## config.mk

```make
export PLATFORM = sky130hd
export DESIGN_NAME = mbx_responder
export DESIGN_NICKNAME = d
export VERILOG_FILES = /design/src/rtl/mbx_pkg.sv /design/src/rtl/mbx_chan_pick.sv /design/src/rtl/mbx_hdr_check.sv /design/src/rtl/mbx_rsp_seq.sv /design/src/rtl/mbx_responder.sv
export SDC_FILE = /design/constraint.sdc
export NUM_CORES = 1
export LEC_CHECK = 0
export ABC_AREA = 1
export BUFFER_PORTS_ARGS = -buffer_cell sky130_fd_sc_hd__buf_2
export CORE_ASPECT_RATIO = 0.7
export CORE_UTILIZATION = 50
export CTS_CLUSTER_DIAMETER = 80
export DETAILED_ROUTE_END_ITERATION = 10
export GPL_TIMING_DRIVEN = 0
export PLACE_DENSITY = 0.8
export SETUP_SLACK_MARGIN = 0.15
export SYNTH_ARGS = -nofsm -noshare
export SYNTH_HDL_FRONTEND = slang
export SYNTH_HIERARCHICAL = 1
export SYNTH_SLANG_ARGS = --single-unit
```

## constraint.sdc

```tcl
create_clock -name clk -period 6.9 [get_ports clk]
set_clock_uncertainty 0.1 [all_clocks]
set_input_delay 0.345 -clock clk [delete_from_list [all_inputs] [get_ports clk]]
set_output_delay 0.345 -clock clk [all_outputs]
set_load 0.02 [all_outputs]
```

## src/rtl/mbx_pkg.sv

```systemverilog
// Shared definitions for the mailbox responder: header layout, command
// codes, status codes and the per-command argument table.
// Assumes 32-bit words and 11-bit code and length fields.
package mbx_pkg;

    localparam int unsigned WORD_W = 32;
    localparam int unsigned FLD_W  = 11;

    localparam logic [FLD_W-1:0] OP_NOOP     = 11'h000;
    localparam logic [FLD_W-1:0] OP_IDWORD   = 11'h010;
    localparam logic [FLD_W-1:0] OP_CHIPID   = 11'h012;
    localparam logic [FLD_W-1:0] OP_USERCODE = 11'h013;
    localparam logic [FLD_W-1:0] OP_VOLT     = 11'h018;

    localparam logic [FLD_W-1:0] ST_OK      = 11'h000;
    localparam logic [FLD_W-1:0] ST_UNKNOWN = 11'h003;
    localparam logic [FLD_W-1:0] ST_BADARGS = 11'h004;
    localparam logic [FLD_W-1:0] ST_BADMASK = 11'h009;

    typedef struct packed {
        logic [3:0]       rsv_top;
        logic [3:0]       id;
        logic             rsv_mid;
        logic [FLD_W-1:0] len;
        logic             zero_bit;
        logic [FLD_W-1:0] code;
    } mbx_hdr_t;

    typedef enum logic [1:0] {
        PH_IDLE = 2'd0,
        PH_HDR  = 2'd1,
        PH_PAY  = 2'd2
    } mbx_phase_e;

    // True when the code is one the block serves.
    function automatic logic op_known(input logic [FLD_W-1:0] c);
        return (c == OP_NOOP) || (c == OP_IDWORD) || (c == OP_CHIPID) ||
               (c == OP_USERCODE) || (c == OP_VOLT);
    endfunction

    // Required argument count for a served code.
    function automatic logic [FLD_W-1:0] op_args(input logic [FLD_W-1:0] c);
        return (c == OP_VOLT) ? 11'd1 : 11'd0;
    endfunction

endpackage

```

## src/rtl/mbx_chan_pick.sv

```systemverilog
// Lowest-set-bit selector over the remaining voltage channel mask.
// Gives the index of the lowest set channel and the mask with that bit
// cleared. Assumes a nonzero mask whenever the index is used.
module mbx_chan_pick #(
    parameter int unsigned NCH  = 4,
    localparam int unsigned IDXW = (NCH > 1) ? $clog2(NCH) : 1
) (
    input  logic [NCH-1:0]  mask,
    output logic [IDXW-1:0] idx,
    output logic [NCH-1:0]  rest
);

    logic [NCH:0]   seen;
    logic [NCH-1:0] onehot;

    assign seen[0] = 1'b0;

    for (genvar g = 0; g < NCH; g++) begin : g_prefix
        assign onehot[g]  = mask[g] & ~seen[g];
        assign seen[g+1]  = seen[g] | mask[g];
    end

    // Encode the one-hot lowest bit into a binary channel index.
    always_comb begin
        idx = '0;
        for (int i = 0; i < NCH; i++) begin
            if (onehot[i]) idx = idx | IDXW'(i);
        end
    end

    assign rest = mask & ~onehot;

endmodule

```

## src/rtl/mbx_hdr_check.sv

```systemverilog
// Combinational validation of a captured command: decides the status code
// and the number of payload words the response will carry.
// Assumes the header, argument count and first argument are held stable.
module mbx_hdr_check
    import mbx_pkg::*;
#(
    parameter int unsigned NCH = 4
) (
    input  mbx_hdr_t         hdr,
    input  logic [FLD_W-1:0] argcnt,
    input  logic [WORD_W-1:0] arg0,
    output logic [FLD_W-1:0] status,
    output logic [FLD_W-1:0] paylen
);

    localparam logic [WORD_W-1:0] HI_MASK = ~((32'd1 << NCH) - 32'd1);

    logic [FLD_W-1:0] ones;
    logic             mask_bad;
    logic             args_bad;

    // Count selected channels within the implemented range.
    always_comb begin
        ones = '0;
        for (int i = 0; i < NCH; i++) begin
            ones = ones + FLD_W'(arg0[i]);
        end
    end

    assign mask_bad = |(arg0 & HI_MASK);
    assign args_bad = hdr.zero_bit || (hdr.len != argcnt) || (argcnt != op_args(hdr.code));

    // Prioritised status: unknown code, then argument faults, then mask range.
    always_comb begin
        if (!op_known(hdr.code))                 status = ST_UNKNOWN;
        else if (args_bad)                       status = ST_BADARGS;
        else if (hdr.code == OP_VOLT && mask_bad) status = ST_BADMASK;
        else                                     status = ST_OK;
    end

    // Payload size for a successful command.
    always_comb begin
        paylen = '0;
        if (status == ST_OK) begin
            case (hdr.code)
                OP_IDWORD:   paylen = 11'd1;
                OP_CHIPID:   paylen = 11'd2;
                OP_USERCODE: paylen = 11'd1;
                OP_VOLT:     paylen = ones;
                default:     paylen = 11'd0;
            endcase
        end
    end

endmodule

```

## src/rtl/mbx_rsp_seq.sv

```systemverilog
// Response sequencer: emits the header, then the payload words, under
// ready/valid flow control, and reports when it is idle.
// Assumes its command-side inputs stay stable from start until idle.
module mbx_rsp_seq
    import mbx_pkg::*;
#(
    parameter int unsigned NCH      = 4,
    parameter logic [31:0] ID_WORD  = 32'h0000_0000,
    parameter logic [63:0] CHIP_ID  = 64'h0,
    localparam int unsigned IDXW    = (NCH > 1) ? $clog2(NCH) : 1
) (
    input  logic                  clk,
    input  logic                  rst_n,
    input  logic                  start,
    input  logic [WORD_W-1:0]     hdr_word,
    input  logic [FLD_W-1:0]      paylen,
    input  logic [FLD_W-1:0]      code,
    input  logic [NCH-1:0]        mask_in,
    input  logic [WORD_W-1:0]     usercode,
    input  logic [NCH*WORD_W-1:0] volt_samples,
    input  logic                  rsp_ready,
    output logic                  rsp_valid,
    output logic [WORD_W-1:0]     rsp_data,
    output logic                  rsp_sop,
    output logic                  rsp_eop,
    output logic                  idle
);

    mbx_phase_e        phase_q;
    logic [FLD_W-1:0]  cnt_q;
    logic [NCH-1:0]    rem_q;
    logic [IDXW-1:0]   ch_idx;
    logic [NCH-1:0]    ch_rest;
    logic [WORD_W-1:0] pay_word;
    logic              fire;

    mbx_chan_pick #(.NCH(NCH)) pick_i (
        .mask (rem_q),
        .idx  (ch_idx),
        .rest (ch_rest)
    );

    // Select the payload word for the current position.
    always_comb begin
        case (code)
            OP_IDWORD:   pay_word = ID_WORD;
            OP_CHIPID:   pay_word = (cnt_q == '0) ? CHIP_ID[31:0] : CHIP_ID[63:32];
            OP_USERCODE: pay_word = usercode;
            OP_VOLT:     pay_word = volt_samples[int'(ch_idx)*WORD_W +: WORD_W];
            default:     pay_word = '0;
        endcase
    end

    assign rsp_valid = (phase_q != PH_IDLE);
    assign rsp_sop   = (phase_q == PH_HDR);
    assign rsp_eop   = ((phase_q == PH_HDR) && (paylen == '0)) ||
                       ((phase_q == PH_PAY) && (cnt_q == paylen - 11'd1));
    assign rsp_data  = (phase_q == PH_HDR) ? hdr_word : pay_word;
    assign idle      = (phase_q == PH_IDLE);
    assign fire      = rsp_valid && rsp_ready;

    // Advance through header and payload words on each accepted transfer.
    always_ff @(posedge clk) begin
        if (!rst_n) begin
            phase_q <= PH_IDLE;
            cnt_q   <= '0;
            rem_q   <= '0;
        end else begin
            case (phase_q)
                PH_IDLE: if (start) phase_q <= PH_HDR;
                PH_HDR: if (fire) begin
                    cnt_q   <= '0;
                    rem_q   <= mask_in;
                    phase_q <= (paylen == '0) ? PH_IDLE : PH_PAY;
                end
                PH_PAY: if (fire) begin
                    cnt_q <= cnt_q + 11'd1;
                    rem_q <= ch_rest;
                    if (rsp_eop) phase_q <= PH_IDLE;
                end
                default: phase_q <= PH_IDLE;
            endcase
        end
    end

endmodule

```

## src/rtl/mbx_responder.sv

```systemverilog
// Mailbox command decoder and responder top. Collects one framed command,
// validates it, and streams back one response packet before taking more.
// Assumes cmd_last marks the final word of each command packet.
module mbx_responder
    import mbx_pkg::*;
#(
    parameter int unsigned NCH     = 4,
    parameter logic [31:0] ID_WORD = 32'h0A1B_2C3D,
    parameter logic [63:0] CHIP_ID = 64'h1122_3344_5566_7788
) (
    input  logic                  clk,
    input  logic                  rst_n,
    input  logic                  cmd_valid,
    output logic                  cmd_ready,
    input  logic [31:0]           cmd_data,
    input  logic                  cmd_last,
    output logic                  rsp_valid,
    input  logic                  rsp_ready,
    output logic [31:0]           rsp_data,
    output logic                  rsp_sop,
    output logic                  rsp_eop,
    input  logic [31:0]           usercode,
    input  logic [NCH*32-1:0]     volt_samples
);

    localparam logic [FLD_W-1:0] CNT_MAX = '1;

    mbx_hdr_t          hdr_q;
    logic [FLD_W-1:0]  argcnt_q;
    logic [WORD_W-1:0] arg0_q;
    logic              first_q;
    logic              accept;
    logic              seq_idle;
    logic [FLD_W-1:0]  status;
    logic [FLD_W-1:0]  paylen;
    mbx_hdr_t          rsp_hdr;

    assign cmd_ready = seq_idle;
    assign accept    = cmd_valid && cmd_ready;

    // Capture header, first argument and a saturating argument count.
    always_ff @(posedge clk) begin
        if (!rst_n) begin
            hdr_q    <= '0;
            argcnt_q <= '0;
            arg0_q   <= '0;
            first_q  <= 1'b1;
        end else if (accept) begin
            if (first_q) begin
                hdr_q    <= cmd_data;
                argcnt_q <= '0;
                arg0_q   <= '0;
            end else begin
                if (argcnt_q == '0) arg0_q <= cmd_data;
                if (argcnt_q != CNT_MAX) argcnt_q <= argcnt_q + 11'd1;
            end
            first_q <= cmd_last;
        end
    end

    mbx_hdr_check #(.NCH(NCH)) check_i (
        .hdr    (hdr_q),
        .argcnt (argcnt_q),
        .arg0   (arg0_q),
        .status (status),
        .paylen (paylen)
    );

    // Assemble the response header from the echoed ID and the verdict.
    always_comb begin
        rsp_hdr          = '0;
        rsp_hdr.id       = hdr_q.id;
        rsp_hdr.len      = paylen;
        rsp_hdr.code     = status;
    end

    mbx_rsp_seq #(
        .NCH     (NCH),
        .ID_WORD (ID_WORD),
        .CHIP_ID (CHIP_ID)
    ) seq_i (
        .clk          (clk),
        .rst_n        (rst_n),
        .start        (accept && cmd_last),
        .hdr_word     (rsp_hdr),
        .paylen       (paylen),
        .code         (hdr_q.code),
        .mask_in      (arg0_q[NCH-1:0]),
        .usercode     (usercode),
        .volt_samples (volt_samples),
        .rsp_ready    (rsp_ready),
        .rsp_valid    (rsp_valid),
        .rsp_data     (rsp_data),
        .rsp_sop      (rsp_sop),
        .rsp_eop      (rsp_eop),
        .idle         (seq_idle)
    );

endmodule

```

==> results.yml <==
outcome:
  status: "complete, no violations"
timing:
  setup_viol: 0
  rsz0062_at_grt: "false"
  tightest_slew_ns: 0.610
  clock.fmax_mhz: 256
  hold_slack_ns: 0.149
  period_share: 0.565
  period_needed_ns: 3.90
  slew_headroom: 0.590
  hold_viol_final: 0
  setup-tns-final_ns: 0
  drv_slew: 0
placed_design:
  io_buffers: 232
  gp_congestion: 1.03
  hpwl_um: 21700
clock_network:
  cts_htree_levels: 3
  cts_hold_buffers: 0
  clkSinkCount: 88
  cts_buffers: 9
  cts_tree: "done"
  clk_latency_ns: 0.35
  cts_resized: 0
  clockBufferDepth: 2
  cts-root-buf: "clkbuf_16"
  cts_setup_buffers: 0
  path_clk_slew_ns: 0.07
route:
  via_per_inst: 5.58
  drcViolationCount: 0
  route.met3.wl_um: 3230
  met2_wirelength_um: 11100
  drt_wl_total_um: 27200
  vias: 9087
  met1_length_um: 12100
  highest_layer: "met4"
  wire_per_inst_um: 16.7
  ant_nets: 0
  dr.pass1.iters: 7
  drtIter0Drc: 1042
power:
  seqPwrFrac: 0.257
  leakage_uw: 0.00450
  internal_power_uw: 1330
  clkPwrFrac: 0.246
  powerDensity_mw_per_mm2: 272
  peakVddDrop_mv: 0.155
  switching_share: 0.447
  switching_power_uw: 1080
  p_comb_frac: 0.497
worst_setup_path:
  crit_fanout: 5
  crit_arrival_ns: 3.45
  rr_worst_depth: 22
  cp_data_required_time_ns: 6.45
  cpPeakStageDelay_ns: 0.42
  critical_path_class: "reg -> out"
  crit_slowest_cell: "fa_1"
  r2r_slack_ns: 3.54
  cp-start-kind: "flip-flop"
  crit_chain: "ha_1 > inv_1 > fa_1 > o21ai_0 > inv_1 > nor2_1 > inv_1 > ha_1 > inv_1 > nand2_1 > nand3_1 > nand2_1 > nor2_1 > nand2_1 > inv_1 > nand2_1 > nor2_1 > nand2_1 > o21ai_0 > buf_2"
  end_kind: "output pin"
yosys:
  syn_avg_cell_area_um2: 5.99
  syn_inst: 1174
  ys_warn_count: 6
  netlist_area_mm2: 0.00703
flow_run:
  maxCapViolations: 0
floorplanning:
  die_y_um: 101
  die_w_um: 144
  fp-row-count: 35
  start_util: 0.523
  io_pins: 233
  core_area_mm2: 0.0134
  dieArea_mm2: 0.0145
grt:
  track_usage: 0.365
  antenna_found_initial: 1
  grt_pass1_vias: 7793
  grt_max_degree: 18
  grt_pass1_wl_um: 40500
  grt.overflow.total: 0
final_layout:
  fillCellCount: 1307
  syn_to_final_growth_pct: 26.0
  multiInputGateArea_mm2: 0.00433
  final_util: 0.659
  regArea_mm2: 0.00176
  finish.net_count: 1642
  final_layout_size_suffix_gt1_frac: 0.223
min_path:
  hold_class: "in -> reg"
  min_path_cells: 3
## registers in the layout (all words and copies together) (netlist names)
name           cells
seq_i/cnt_q       11
argcnt_q          11
seq_i/phase_q      2
seq_i/rem_q        4
first_q            1
arg0_q            32
hdr_q             27
## layer usage
layer	GRT usage	up-vias
met3	0.0823	57
li1	-	4339
met2	0.530	519
met1	0.530	4172
met5	0	-
met4	0.119	0
## final timing paths
path	from	end
worst min-delay path	cmd_data[25]	hdr_q[25]
worst max-delay path	arg0_q[0]	rsp_eop
worst min register to register	arg0_q[6]	arg0_q[6]
worst max register to register	arg0_q[0]	seq_i/phase_q[1]
## area by class of cell
| class | instances | area share |
|---|---|---|
| sequential | 88 | 0.199 |
| clock buffer | 9 | 0.0254 |
| multi-input combinational | 867 | 0.489 |
| antenna | 3 | 0.000847 |
| buffer | 81 | 0.0465 |
| inverter | 157 | 0.0676 |
| timing repair buffer | 232 | 0.131 |
| tap | 185 | 0.0261 |
| clock inverter | 7 | 0.0150 |
## through the flow
step | cells | cell area [µm²] | power [µW] | worst slack (ns)
floorplan | 1193 | 7100 | 1410 | 3.87
global placement | 1610 | 8500 | 1760 | 3.47
detailed placement | 1610 | 8500 | 1770 | 3.44
CTS | 1626 | 8850 | 2370 | 3.04
global route | 1627 | 8860 | 2530 | 2.73
finish | 1629 | 8860 | 2410 | 3.00
## cell usage in the layout, fill, tap and decap left out, types with 4 or more instances in the layout
cell type,instances
o21ai_1,8
a21oi_1,107
clkbuf_16,9
ha_1,8
dfxtp_1,88
nor2_1,113
a31oi_1,5
nor2_2,6
nand3_1,101
buf_6,4
nand3b_1,6
inv_1,146
o22ai_1,31
nand2_1,295
o21ai_0,59
clkbuf_1,47
nand3_2,4
inv_2,7
conb_1,22
nand2_2,8
buf_2,243
buf_4,17
nor2_4,6
nand4_1,8
nor3_1,10
xor2_1,4
xnor2_1,8
a32o_1,31
## worst max-delay path, delay by kind of cell (launching register included)
kind,cells,cell delay [ns]
flip-flops,1,0.34
adder cells (fa/ha/maj),3,1.00
AO/OA/AOI/OAI,2,0.29
buffers and inverters,6,0.62
AND/OR/NAND/NOR,9,0.85
## power groups by stage
| stage | registers (µW) | clock network (µW) | logic (µW) |
|---|---|---|---|
| 5_1_grt | 625 | 619 | 1290 |
| 6_report | 619 | 594 | 1200 |
| 3_5_place_dp | 627 | 0 | 1150 |
| 2_1_floorplan | 613 | 0 | 796 |
| 3_3_place_gp | 625 | 0 | 1130 |
| 4_1_cts | 616 | 597 | 1150 |
Note: power is estimated with default switching activity, not from simulation.
